`config.mk`:
```
export PLATFORM = sky130hd
export DESIGN_NAME = wave_osc
export DESIGN_NICKNAME = d
export VERILOG_FILES = /design/src/rtl/wave_osc_pkg.sv /design/src/rtl/osc_phase_acc.sv /design/src/rtl/osc_wave_shaper.sv /design/src/rtl/wave_osc.sv
export SDC_FILE = /design/constraint.sdc
export NUM_CORES = 1
export LEC_CHECK = 0
export BUFFER_PORTS_ARGS = -buffer_cell sky130_fd_sc_hd__buf_4
export CAP_MARGIN = 20
export CORE_ASPECT_RATIO = 0.5
export CORE_UTILIZATION = 45
export DETAILED_ROUTE_END_ITERATION = 10
export HOLD_SLACK_MARGIN = 0.08
export PLACE_DENSITY_LB_ADDON = 0.12
export SETUP_SLACK_MARGIN = 0.02
export SLEW_MARGIN = 5
export SYNTH_ARGS = -nofsm -noshare
export SYNTH_HDL_FRONTEND = slang
export SYNTH_SLANG_ARGS = --single-unit
export TNS_END_PERCENT = 10
```
`constraint.sdc`:
```
create_clock -name clk -period 2.2 [get_ports clk]
set_input_delay 0.33 -clock clk [delete_from_list [all_inputs] [get_ports clk]]
set_output_delay 0.33 -clock clk [all_outputs]
set_load 0.03 [all_outputs]
```
`src/rtl/wave_osc_pkg.sv`:
```
package wave_osc_pkg;

    localparam int PHASE_W_DEF = 24;
    localparam int STEP_W_DEF  = 16;
    localparam int SAMPLE_W_DEF = 12;
    localparam int SEL_W       = 4;

    typedef enum logic [1:0] {
        WK_SILENT,
        WK_TRIANGLE,
        WK_RAMP,
        WK_PULSE
    } wave_kind_e;

    typedef struct packed {
        logic [SEL_W-1:0] sel;
        logic             freeze;
        logic             ring;
        logic             partner;
    } wave_ctrl_t;

    // Only single-waveform selections produce a sample; all others are silent.
    function automatic wave_kind_e decode_sel(input logic [SEL_W-1:0] sel);
        wave_kind_e k;
        case (sel)
            4'b0001: k = WK_TRIANGLE;
            4'b0010: k = WK_RAMP;
            4'b0100: k = WK_PULSE;
            default: k = WK_SILENT;
        endcase
        return k;
    endfunction

endpackage

```
`src/rtl/osc_phase_acc.sv`:
```
module osc_phase_acc
    import wave_osc_pkg::*;
#(
    parameter int PHASE_W = PHASE_W_DEF,
    parameter int STEP_W  = STEP_W_DEF
) (
    input  logic               clk,
    input  logic               rst,
    input  logic [STEP_W-1:0]  step,
    input  logic               freeze,
    output logic [PHASE_W-1:0] phase,
    output logic               rise
);
    localparam int PAD_W = PHASE_W - STEP_W;

    logic [PHASE_W-1:0] phase_next;

    always_comb begin
        if (freeze)
            phase_next = '0;
        else
            phase_next = phase + {{PAD_W{1'b0}}, step};
    end

    always_ff @(posedge clk) begin
        if (rst) begin
            phase <= '0;
            rise  <= 1'b0;
        end else begin
            phase <= phase_next;
            rise  <= !phase[PHASE_W-1] && phase_next[PHASE_W-1];
        end
    end

    AST_FREEZE_ZERO: assert property (@(posedge clk) disable iff (rst)
        freeze |=> (phase == '0));

    AST_PHASE_ADVANCE: assert property (@(posedge clk) disable iff (rst)
        !freeze |=> (phase == PHASE_W'($past(phase) + {{PAD_W{1'b0}}, $past(step)})));

    AST_RISE_EDGE: assert property (@(posedge clk) disable iff (rst)
        rise |-> (phase[PHASE_W-1] && !$past(phase[PHASE_W-1])));

endmodule

```
`src/rtl/osc_wave_shaper.sv`:
```
module osc_wave_shaper
    import wave_osc_pkg::*;
#(
    parameter int SAMPLE_W = SAMPLE_W_DEF
) (
    input  logic                clk,
    input  logic                rst,
    input  logic [SAMPLE_W:0]   top_phase,
    input  wave_ctrl_t          ctrl,
    input  logic [SAMPLE_W-1:0] width,
    output logic [SAMPLE_W-1:0] sample
);
    logic                fold;
    logic [SAMPLE_W-1:0] tri_w;
    logic [SAMPLE_W-1:0] ramp_w;
    logic                pulse_hi;
    logic [SAMPLE_W-1:0] shaped;
    wave_kind_e          kind;

    always_comb begin
        fold     = top_phase[SAMPLE_W] ^ (ctrl.ring & ctrl.partner);
        tri_w    = fold ? ~top_phase[SAMPLE_W-1:0] : top_phase[SAMPLE_W-1:0];
        ramp_w   = top_phase[SAMPLE_W:1];
        pulse_hi = ctrl.freeze || (ramp_w >= width);
        kind     = decode_sel(ctrl.sel);
        case (kind)
            WK_TRIANGLE: shaped = tri_w;
            WK_RAMP:     shaped = ramp_w;
            WK_PULSE:    shaped = {SAMPLE_W{pulse_hi}};
            default:     shaped = '0;
        endcase
    end

    always_ff @(posedge clk) begin
        if (rst)
            sample <= '0;
        else
            sample <= shaped;
    end

    AST_PULSE_RAILS: assert property (@(posedge clk) disable iff (rst)
        (ctrl.sel == 4'b0100) |=> (sample == '0 || sample == '1));

    AST_FREEZE_PULSE_HIGH: assert property (@(posedge clk) disable iff (rst)
        (ctrl.sel == 4'b0100 && ctrl.freeze) |=> (sample == '1));

    AST_MIXED_SILENT: assert property (@(posedge clk) disable iff (rst)
        (ctrl.sel[3] || $countones(ctrl.sel) != 1) |=> (sample == '0));

endmodule

```
`src/rtl/wave_osc.sv`:
```
module wave_osc
    import wave_osc_pkg::*;
#(
    parameter int PHASE_W  = PHASE_W_DEF,
    parameter int STEP_W   = STEP_W_DEF,
    parameter int SAMPLE_W = SAMPLE_W_DEF
) (
    input  logic                clk,
    input  logic                rst,
    input  logic [STEP_W-1:0]   freq_word,
    input  logic [SAMPLE_W-1:0] pulse_width,
    input  logic [SEL_W-1:0]    wave_sel,
    input  logic                freeze,
    input  logic                ring_en,
    input  logic                partner_msb,
    output logic [SAMPLE_W-1:0] wave_out,
    output logic                phase_msb,
    output logic                msb_rise
);
    logic [PHASE_W-1:0] phase;
    wave_ctrl_t         ctrl;

    assign ctrl = '{sel: wave_sel, freeze: freeze, ring: ring_en, partner: partner_msb};

    osc_phase_acc #(.PHASE_W(PHASE_W), .STEP_W(STEP_W)) u_acc (
        .clk    (clk),
        .rst    (rst),
        .step   (freq_word),
        .freeze (freeze),
        .phase  (phase),
        .rise   (msb_rise)
    );

    osc_wave_shaper #(.SAMPLE_W(SAMPLE_W)) u_shape (
        .clk       (clk),
        .rst       (rst),
        .top_phase (phase[PHASE_W-1 -: SAMPLE_W+1]),
        .ctrl      (ctrl),
        .width     (pulse_width),
        .sample    (wave_out)
    );

    assign phase_msb = phase[PHASE_W-1];

    AST_RESET_CLEAR: assert property (@(posedge clk)
        rst |=> (wave_out == '0 && !msb_rise && !phase_msb));

endmodule

```
==> results.json, run 1 <==
{
  "critical_path_buf_inv_count": 1,
  "syn_area_per_cell_um2": 8.312,
  "setup_viol_count_final": 0,
  "diodes": 0,
  "cts_tree": "done",
  "syn_inst": 317,
  "final_util": 0.6131,
  "p_clk_frac": 0.359,
  "cts_max_level": 2,
  "clk_pin_slew_ns": 0.06,
  "synth_cell_types": 54,
  "start_util": 0.4737,
  "worstMarginPinSlew_ns": 0.4660,
  "drc": 0,
  "synth.largest_area_cell": "dfxtp_1",
  "rows": 19,
  "fin_crit_sh": 0.9755,
  "ys.flop_type": "dfxtp_1",
  "cp-end-kind": "flip-flop",
  "ys_seq_elements": 37,
  "required_ns": 2.37,
  "ys_seq_area_frac": 0.2811,
  "yosysMostFrequentCell": "dfxtp_1",
  "hold_slack_ns": 0.3731,
  "synth_edf_count": 0,
  "p_leak_uw": 0.001613,
  "io_buffers": 50,
  "ys_warn_count": 0,
  "drive_above_1_share": 0.2776,
  "dr.first_iter.drc_count": 92,
  "use_met2": 0.3402,
  "fillers": 512,
  "globalRouteMet3Util": 0.05269,
  "p_comb_frac": 0.261,
  "min_period_ns": 2.146,
  "vias_per_cell": 5.242,
  "slew_violations": 0,
  "startpoint_type": "flip-flop",
  "cp_cell_sequence": "ha_4, inv_2, fa_2, and2b_2, o2111ai_2, a21bo_4, a211oi_4, o21ai_1, mux2i_1",
  "grt.busiest_layer": "met2",
  "crit_arrival_ns": 2.32,
  "ys_top_cells_by_count": "37 x dfxtp_1, 33 x nand2_1, 28 x ha_1, 26 x nor2_1, 24 x o21ai_0",
  "p_sw_frac": 0.2860,
  "maxCapViolations": 0,
  "power.switching_uw": 537.5,
  "die-area_um2": 6184,
  "wirelength_um": 6132,
  "cp_max_fo": 4,
  "grt_usage": 0.2124,
  "path_delay_family": "compound AO/OA/AOI/OAI gates",
  "clock_latency_ns": 0.28,
  "outcome": "finished clean",
  "clock-sinks": 37,
  "clockBufferDepth": 2,
  "final_nets": 456,
  "multi_input_area_um2": 1815,
  "cts_buffers": 5,
  "yosysTopAreaCellShare": 0.2811,
  "grt_pass1_wl_um": 10110,
  "max_freq_mhz": 466.0,
  "hold_viol_final": 0,
  "antenna_found_initial": 0,
  "slowest_stage": "dfxtp_2",
  "seqCellArea_um2": 743.2,
  "power_frac_seq": 0.380,
  "syn_to_final_growth_pct": 29.44,
  "internal_power_uw": 1342,
  "core_area_um2": 5563,
  "grt-ovfl-total": 0,
  "die_x_um": 110.2,
  "grt_pass1_vias": 2244,
  "via_count": 2422,
  "fin_tns_setup_ns": 0,
  "gp_congestion": 0.8498,
  "clockRootBuffer": "clkbuf_16",
  "power_density_nw_per_um2": 551.0,
  "detail_route.wl_per_cell_um": 13.27,
  "dr.pass1.iters": 4,
  "max_slew_margin": 0.6894,
  "antenna_left": 0,
  "critPathMaxStageDelay_ns": 0.34,
  "ctsHoldBuffers": 0,
  "pin_count": 51,
  "fp.dieH_um": 56.11,
  "grt_util_met1": 0.2841,
  "totalPowerFinal_uw": 1879,
  "hpwl_um": 4845,
  "grt_max_degree": 18,
  "synth_area_leaders": "dfxtp_1 28%, ha_1 13%, o21a_1 5.4%, nand2_1 4.7%, o21ai_0 4.6%",
  "syn_nets": 383,
  "async_reset_ff_frac": 0,
  "holdCritPathClass": "in -> reg",
  "path_class": "reg -> reg",
  "rsz0062_at_grt": "yes",
  "syn_area_um2": 2635,
  "finalClockSkew_ns": 0.003093,
  "irDropWorstVdd_mv": 0.3630
}
-- routing by layer --
metal	vias up	routed length, um
met5	-	0
met4	0	53
met1	1095	3064
met2	44	2737
met3	8	275
li1	1275	-
-- final timing paths --
check,start,depth (start not counted),slack [ns],endpoint
setup / recovery,u_acc.phase[0]$_SDFF_PP0_,9,0.05,u_acc.phase[20]$_SDFF_PP0_
hold / removal,freq_word[0],3,0.37,u_acc.phase[0]$_SDFF_PP0_
hold reg to reg,u_acc.phase[0]$_SDFF_PP0_,2,0.58,u_acc.phase[0]$_SDFF_PP0_
setup reg to reg,u_acc.phase[0]$_SDFF_PP0_,9,0.05,u_acc.phase[20]$_SDFF_PP0_
-- timing repair --
item                       in CTS  in global routing
setup buffers                   0                  1
resized for setup               1                  8
setup endpoints to repair      15                  8
pin swaps                       1                  5
-- layout make-up --
type | instances | share of cell area
clock buffers | 5 | 0.03668
clock inverters | 1 | 0.001467
inverters | 18 | 0.01981
multi-input cells | 253 | 0.5323
flip-flops and latches | 37 | 0.2179
well taps | 73 | 0.02678
repair buffers | 75 | 0.1651
-- worst min-delay path, delay by kind of cell --
family        cells  cell delay, ns
fa+ha+maj         1            0.11
simple gates      1            0.10
buf+inv           1            0.09
-- logic make-up (layout without fill, tap and decap cells) --
logic type | Yosys count | after routing | synth area share
XOR/XNOR | 22 | 22 | 0.07312
multiplexers | 6 | 6 | 0.02279
AO/OA/AOI/OAI | 92 | 92 | 0.2460
flip-flops | 37 | 37 | 0.2811
adder cells (fa/ha/maj) | 29 | 29 | 0.1406
buffers and inverters | 27 | 99 | 0.04036
AND/OR/NAND/NOR | 104 | 104 | 0.1961
-- metrics by stage --
step | instance area (um2) | setup slack (ns) | std cells
floorplan | 2635 | 0.03424 | 317
global placement | 3243 | -0.05371 | 455
detailed placement | 3243 | -0.08600 | 455
CTS | 3377 | 0.02571 | 461
global route | 3411 | -0.05324 | 462
finish | 3411 | 0.05387 | 462
-- flip-flops by register name (all words and copies together), names as in the netlist --
register,cells
u_acc.rise,1
u_shape.sample,12
u_acc.phase,24
-- layout by cell type (no fill, tap or decap), drive strengths merged, types with 5 or more instances in the layout --
cell type,synthesis,layout
a211oi,8,8
a21o,7,7
a21oi,14,14
buf,3,75
clkbuf,6,5
dfxtp,37,37
ha,28,28
inv,18,18
mux2i,6,6
nand2,33,33
nand3,6,6
nor2,27,27
nor3,8,8
o21a,19,19
o21ai,27,27
or3,7,7
xnor2,10,10
xor2,12,12
-- power groups by stage --
stage / sequential, uW / clock, uW / combinational [uW]
floorplan: 727 / 0 / 315
global placement: 728 / 0 / 471
detailed placement: 728 / 0 / 481
CTS: 714 / 692 / 486
global route: 717 / 721 / 547
finish: 715 / 674 / 491
Note: power is estimated with default switching activity, not from simulation.
==> run 2, diff against run 1 <==
--- a/config.mk
+++ b/config.mk
@@ -11,7 +11,7 @@
 export CORE_UTILIZATION = 45
 export DETAILED_ROUTE_END_ITERATION = 10
 export HOLD_SLACK_MARGIN = 0.08
-export PLACE_DENSITY_LB_ADDON = 0.12
+export PLACE_DENSITY = 0.7
 export SETUP_SLACK_MARGIN = 0.02
 export SLEW_MARGIN = 5
 export SYNTH_ARGS = -nofsm -noshare
==> run 2 against run 1 <==
First-iteration DRC count decreased by 20%; final area increased by 0.55%; clock power increased by 1%; sequential cell count unchanged; non-clock buffer count decreased by 1; hold slack improved by 0.034 ns; worst setup slack improved by 0.028 ns; global-route usage decreased by 0.51 points; critical path type unchanged.
==> results.json, run 2 (synthesis results as in run 1) <==
{
  "outcome": "finished clean",
  "finalClockSkew_ns": 0.007271,
  "diodes": 0,
  "die_x_um": 110.2,
  "final_nets": 455,
  "via_count": 2446,
  "clk_pin_slew_ns": 0.05,
  "worstMarginPinSlew_ns": 0.4666,
  "path_class": "reg -> reg",
  "final_common_cell": "buf_4",
  "grt_usage": 0.2072,
  "dp_cells": 454,
  "largest_register": "u_acc.phase",
  "cts_tree": "done",
  "clock_latency_ns": 0.28,
  "dr.pass1.iters": 4,
  "rr_worst_depth": 9,
  "clock-sinks": 37,
  "syn_to_final_growth_pct": 30.15,
  "power_frac_seq": 0.378,
  "fp.dieH_um": 56.11,
  "start_util": 0.4737,
  "power.switching_uw": 539.2,
  "critical_path.endpoint": "u_acc.phase[16]$_SDFF_PP0_",
  "final_util": 0.6165,
  "slew_violations": 0,
  "fillers": 498,
  "cp_max_fo": 4,
  "fin_crit_sh": 0.9627,
  "max_slew_margin": 0.6890,
  "cp-end-kind": "flip-flop",
  "grt_pass1_vias": 2317,
  "p_leak_uw": 0.001612,
  "clockRootBuffer": "clkbuf_16",
  "maxCapViolations": 0,
  "cts_max_level": 2,
  "grt_max_degree": 18,
  "stdcell_count": 463,
  "startpoint_type": "flip-flop",
  "rsz0062_at_grt": "yes",
  "setup_viol_count_final": 0,
  "reg_top3": "u_acc.phase x24, u_shape.sample x12, u_acc.rise x1",
  "core_area_um2": 5563,
  "layout_common_cells": "74 x buf_4, 36 x dfxtp_1, 33 x nand2_1",
  "power_density_nw_per_um2": 551.1,
  "drive_above_1_share": 0.2795,
  "internal_power_uw": 1351,
  "hold_viol_final": 0,
  "rows": 19,
  "hpwl_um": 4770,
  "hold_slack_ns": 0.4076,
  "max_freq_mhz": 472.1,
  "hp-start": "freeze",
  "drc": 0,
  "antenna_found_initial": 0,
  "dr.first_iter.drc_count": 74,
  "r2r-start": "u_acc.phase[0]$_SDFF_PP0_",
  "required_ns": 2.40,
  "antenna_left": 0,
  "clockBufferDepth": 2,
  "detail_route.wl_per_cell_um": 13.45,
  "gp_congestion": 0.8214,
  "crit_arrival_ns": 2.31,
  "vias_per_cell": 5.283,
  "crit_start": "u_acc.phase[0]$_SDFF_PP0_",
  "grt-ovfl-total": 0,
  "p_clk_frac": 0.361,
  "die-area_um2": 6184,
  "largest_reg_flops": 24,
  "min_period_ns": 2.118,
  "p_sw_frac": 0.2853,
  "pin_count": 51,
  "grt_pass1_wl_um": 10050,
  "io_buffers": 50,
  "p_comb_frac": 0.261,
  "rrSetupSlack_ns": 0.08,
  "holdCritPathClass": "in -> reg",
  "wirelength_um": 6227,
  "r2r-end": "u_acc.phase[16]$_SDFF_PP0_",
  "irDropWorstVdd_mv": 0.3086,
  "cts_buffers": 5
}
## run 2: area by class of cell
type | instances | area (um2) | share of cell area
clock buffer | 6 | 128.9 | 0.03758
clock inverter | 2 | 10.01 | 0.002919
inverter | 18 | 67.56 | 0.01970
multi-input combinational | 253 | 1834 | 0.5348
sequential | 37 | 742.0 | 0.2163
tap | 73 | 91.34 | 0.02663
timing repair buffer | 74 | 555.5 | 0.1620
## run 2: timing repair
item / 4_1_cts / 5_1_grt
hold buffers: 0 / 0
endpoints found under the setup margin: 16 / 6
pin swaps: 4 / 1
setup buffers: 1 / 0
gates resized for setup: 6 / 5
## run 2: power groups by stage
stage,clock network [uW],logic (uW),registers (uW)
3_5_place_dp,0,476,728
4_1_cts,701,486,714
6_report,683,493,714
5_1_grt,730,546,717
3_3_place_gp,0,464,727
2_1_floorplan,0,315,727
## run 2: worst max-delay path, stage by stage (launching register included)
cell       delay [ns]
dfxtp_2          0.33
ha_4             0.13
inv_2            0.03
fa_2             0.32
and2b_2          0.25
o2111ai_4        0.14
a21bo_4          0.24
a211oi_4         0.32
nor2_1           0.09
mux2i_1          0.18
## run 2: metrics by stage
step / TNS, ns / cell area, um2 / power [uW] / worst slack [ns]
finish: 0 / 3430 / 1890 / 0.08199
global route: -0.01000 / 3430 / 1993 / -0.01000
CTS: 0 / 3410 / 1900 / 0.008621
detailed placement: -0.7331 / 3236 / 1204 / -0.1416
global placement: -0.3046 / 3236 / 1191 / -0.08220
floorplan: 0 / 2635 / 1041 / 0.03424
## run 2: worst min path at each step
stage	endpoint	slack [ns]	depth (start not counted)
2_1_floorplan	u_acc.phase[18]$_SDFF_PP0_	0.50	2
3_3_place_gp	u_acc.phase[0]$_SDFF_PP0_	0.53	2
3_5_place_dp	u_acc.phase[0]$_SDFF_PP0_	0.55	2
4_1_cts	u_acc.rise$_SDFF_PP0_	0.40	3
5_1_grt	u_acc.phase[0]$_SDFF_PP0_	0.40	3
6_report	u_acc.rise$_SDFF_PP0_	0.41	3
## run 2: per-layer routing
| layer | track usage | share of wire | vias to the layer above |
|---|---|---|---|
| li1 | - | - | 1266 |
| met1 | 0.2636 | 0.49 | 1140 |
| met3 | 0.03747 | 0.031 | 2 |
| met4 | 0.05263 | 0.0050 | 0 |
| met2 | 0.3607 | 0.47 | 38 |
| met5 | 0 | 0 | - |
==> run 3, diff against run 2 <==
--- a/config.mk
+++ b/config.mk
@@ -5,13 +5,14 @@
 export SDC_FILE = /design/constraint.sdc
 export NUM_CORES = 1
 export LEC_CHECK = 0
+export ABC_AREA = 1
 export BUFFER_PORTS_ARGS = -buffer_cell sky130_fd_sc_hd__buf_4
 export CAP_MARGIN = 20
 export CORE_ASPECT_RATIO = 0.5
 export CORE_UTILIZATION = 45
 export DETAILED_ROUTE_END_ITERATION = 10
 export HOLD_SLACK_MARGIN = 0.08
-export PLACE_DENSITY = 0.7
+export PLACE_DENSITY = 0.68
 export SETUP_SLACK_MARGIN = 0.02
 export SLEW_MARGIN = 5
 export SYNTH_ARGS = -nofsm -noshare
==> run 3 against run 2 <==
The flow now finishes with violations (design-rule violations); sequential power down 0.7%; via count up 28%; area after synthesis up 19%; critical path type unchanged; sequential share of layout area down 2.0 points; cell count up 41%; synthesized cell count up 59%; highest routed layer unchanged.
==> results.json, run 3 <==
{
  "outcome": "finished, violations left",
  "violations": "design-rule violations",
  "syn_area_um2": 3131,
  "ys_top_cells_by_count": "150 x nand2_1, 88 x inv_1, 53 x nor2_1, 37 x dfxtp_1, 30 x a21oi_1",
  "ys_seq_area_frac": 0.2366,
  "dr.first_iter.drc_count": 195,
  "power_frac_seq": 0.367,
  "min_period_ns": 1.846,
  "clockRootBuffer": "clkbuf_16",
  "synth.largest_area_cell": "dfxtp_1",
  "yosysMostFrequentCell": "nand2_1",
  "grt_usage": 0.2209,
  "maxCapViolations": 0,
  "dp_cells": 646,
  "cts-resized-gates": 0,
  "cp-end-kind": "flip-flop",
  "die-area_um2": 7314,
  "ctsHoldBuffers": 0,
  "cts_max_level": 2,
  "wirelength_um": 7454,
  "yosysTopAreaCellShare": 0.2366,
  "worstMarginPinSlew_ns": 0.5531,
  "max_freq_mhz": 541.8,
  "grt_util_met1": 0.3096,
  "rows": 21,
  "async_reset_ff_frac": 0,
  "setup_viol_count_final": 0,
  "p_leak_uw": 0.001963,
  "grt_pass1_vias": 2601,
  "rsz0062_at_grt": "no",
  "irDropWorstVdd_mv": 0.2593,
  "io_buffers": 50,
  "pin_count": 51,
  "stdcell_count": 654,
  "startpoint_type": "flip-flop",
  "grt-ovfl-total": 0,
  "grt_max_degree": 22,
  "final_nets": 627,
  "drive_above_1_share": 0.1940,
  "clock_latency_ns": 0.29,
  "finalClockSkew_ns": 0.001353,
  "vias_per_cell": 4.792,
  "p_comb_frac": 0.233,
  "synth_cell_types": 36,
  "antenna_found_initial": 0,
  "p_sw_frac": 0.3013,
  "fillers": 716,
  "reg_top3": "u_acc.phase x24, u_shape.sample x12, u_acc.rise x1",
  "syn_area_per_cell_um2": 6.199,
  "clock-sinks": 37,
  "syn_inst": 505,
  "drc": 2,
  "gp_congestion": 0.8984,
  "clk_pin_slew_ns": 0.06,
  "hpwl_um": 5972,
  "clockBufferDepth": 2,
  "cts_buffers": 5,
  "dr.pass1.iters": 8,
  "grt_pass1_wl_um": 12360,
  "syn_nets": 571,
  "die_x_um": 120.0,
  "fin_tns_setup_ns": 0,
  "p_clk_frac": 0.399,
  "crit_arrival_ns": 2.03,
  "ys_warn_count": 0,
  "grt.busiest_layer": "met2",
  "start_util": 0.4672,
  "synth_edf_count": 0,
  "post_cts_buffers": 0,
  "path_class": "reg -> reg",
  "max_slew_margin": 0.6304,
  "use_met2": 0.3374,
  "via_count": 3134,
  "syn_to_final_growth_pct": 20.54,
  "fin_crit_sh": 0.8389,
  "largest_reg_flops": 24,
  "fp.dieH_um": 60.98,
  "required_ns": 2.38,
  "antenna_left": 0,
  "power_density_nw_per_um2": 511.6,
  "power.switching_uw": 581.7,
  "globalRouteMet3Util": 0.05169,
  "cts_tree": "done",
  "internal_power_uw": 1349,
  "core_area_um2": 6700,
  "ys_seq_elements": 37,
  "slew_violations": 0,
  "largest_register": "u_acc.phase",
  "layout_common_cells": "150 x nand2_1, 88 x inv_1, 56 x buf_4",
  "cp_max_fo": 3,
  "ys.flop_type": "dfxtp_1",
  "diodes": 0,
  "holdCritPathClass": "in -> reg",
  "detail_route.wl_per_cell_um": 11.40,
  "hold_viol_final": 0,
  "synth_area_leaders": "dfxtp_1 24%, nand2_1 18%, ha_1 11%, inv_1 11%, nor2_1 6.4%",
  "final_common_cell": "nand2_1"
}
run 3: cell families (layout without fill, tap and decap cells):
family          after synthesis  after routing  synth area share
compound gates               65             65            0.1295
xor+xnor                      2              2          0.005597
fa+ha+maj                    29             29            0.1183
buf+inv                     102            159            0.1299
flops                        37             37            0.2366
simple gates                270            270            0.3801
run 3: per-layer routing:
metal,vias up,wire length [um]
li1,1694,-
met1,1338,3800
met2,96,3027
met3,6,549
met4,0,76
met5,-,0
run 3: cell type report:
cell class | instances | area, um2 | share of cell area
Tap cell | 92 | 115.1 | 0.03050
Sequential cell | 37 | 740.7 | 0.1963
Clock inverter | 1 | 5.005 | 0.001326
Clock buffer | 7 | 152.6 | 0.04045
Inverter | 95 | 356.6 | 0.09450
Timing Repair Buffer | 56 | 420.4 | 0.1114
Multi-Input combinational cell | 366 | 1983 | 0.5255
run 3: power groups by stage:
stage               sequential [uW]  clock [uW]  combinational (uW)
finish                          709         771                 450
global route                    712         815                 513
CTS                             710         786                 449
detailed placement              725           0                 445
global placement                724           0                 443
floorplan                       729           0                 306
run 3: metrics by stage:
stage                     hold slack [ns]  setup slack (ns)  total power, uW    util  instance area, um2
after floorplan                    0.3924            0.3766             1035       -                3131
after global placement             0.5424            0.2895             1167  0.5397                3616
after detailed placement           0.5529            0.2562             1170  0.5397                3616
after CTS                          0.3268            0.3589             1945  0.5632                3774
after global routing               0.3312            0.1647             2041  0.5632                3774
final                              0.3248            0.3543             1931  0.5632                3774
run 3: critical path, cell delays in order (launching register included):
cell,delay (ns)
dfxtp_1,0.31
ha_1,0.19
inv_1,0.09
fa_1,0.43
nor2_1,0.17
o21ai_1,0.10
nand2_1,0.11
nand2_1,0.07
nand2_1,0.11
nand3_1,0.08
nand2_1,0.06
nor2_1,0.04
run 3: path summary, 6_finish.rpt:
kind                                   from                      endpoint  slack (ns)  cells after the start
hold / removal                          rst  u_shape.sample[2]$_SDFF_PP0_        0.32                      2
hold reg to reg   u_acc.phase[0]$_SDFF_PP0_     u_acc.phase[0]$_SDFF_PP0_        0.56                      3
setup / recovery  u_acc.phase[0]$_SDFF_PP0_    u_acc.phase[20]$_SDFF_PP0_        0.35                     11
setup reg to reg  u_acc.phase[0]$_SDFF_PP0_    u_acc.phase[20]$_SDFF_PP0_        0.35                     11
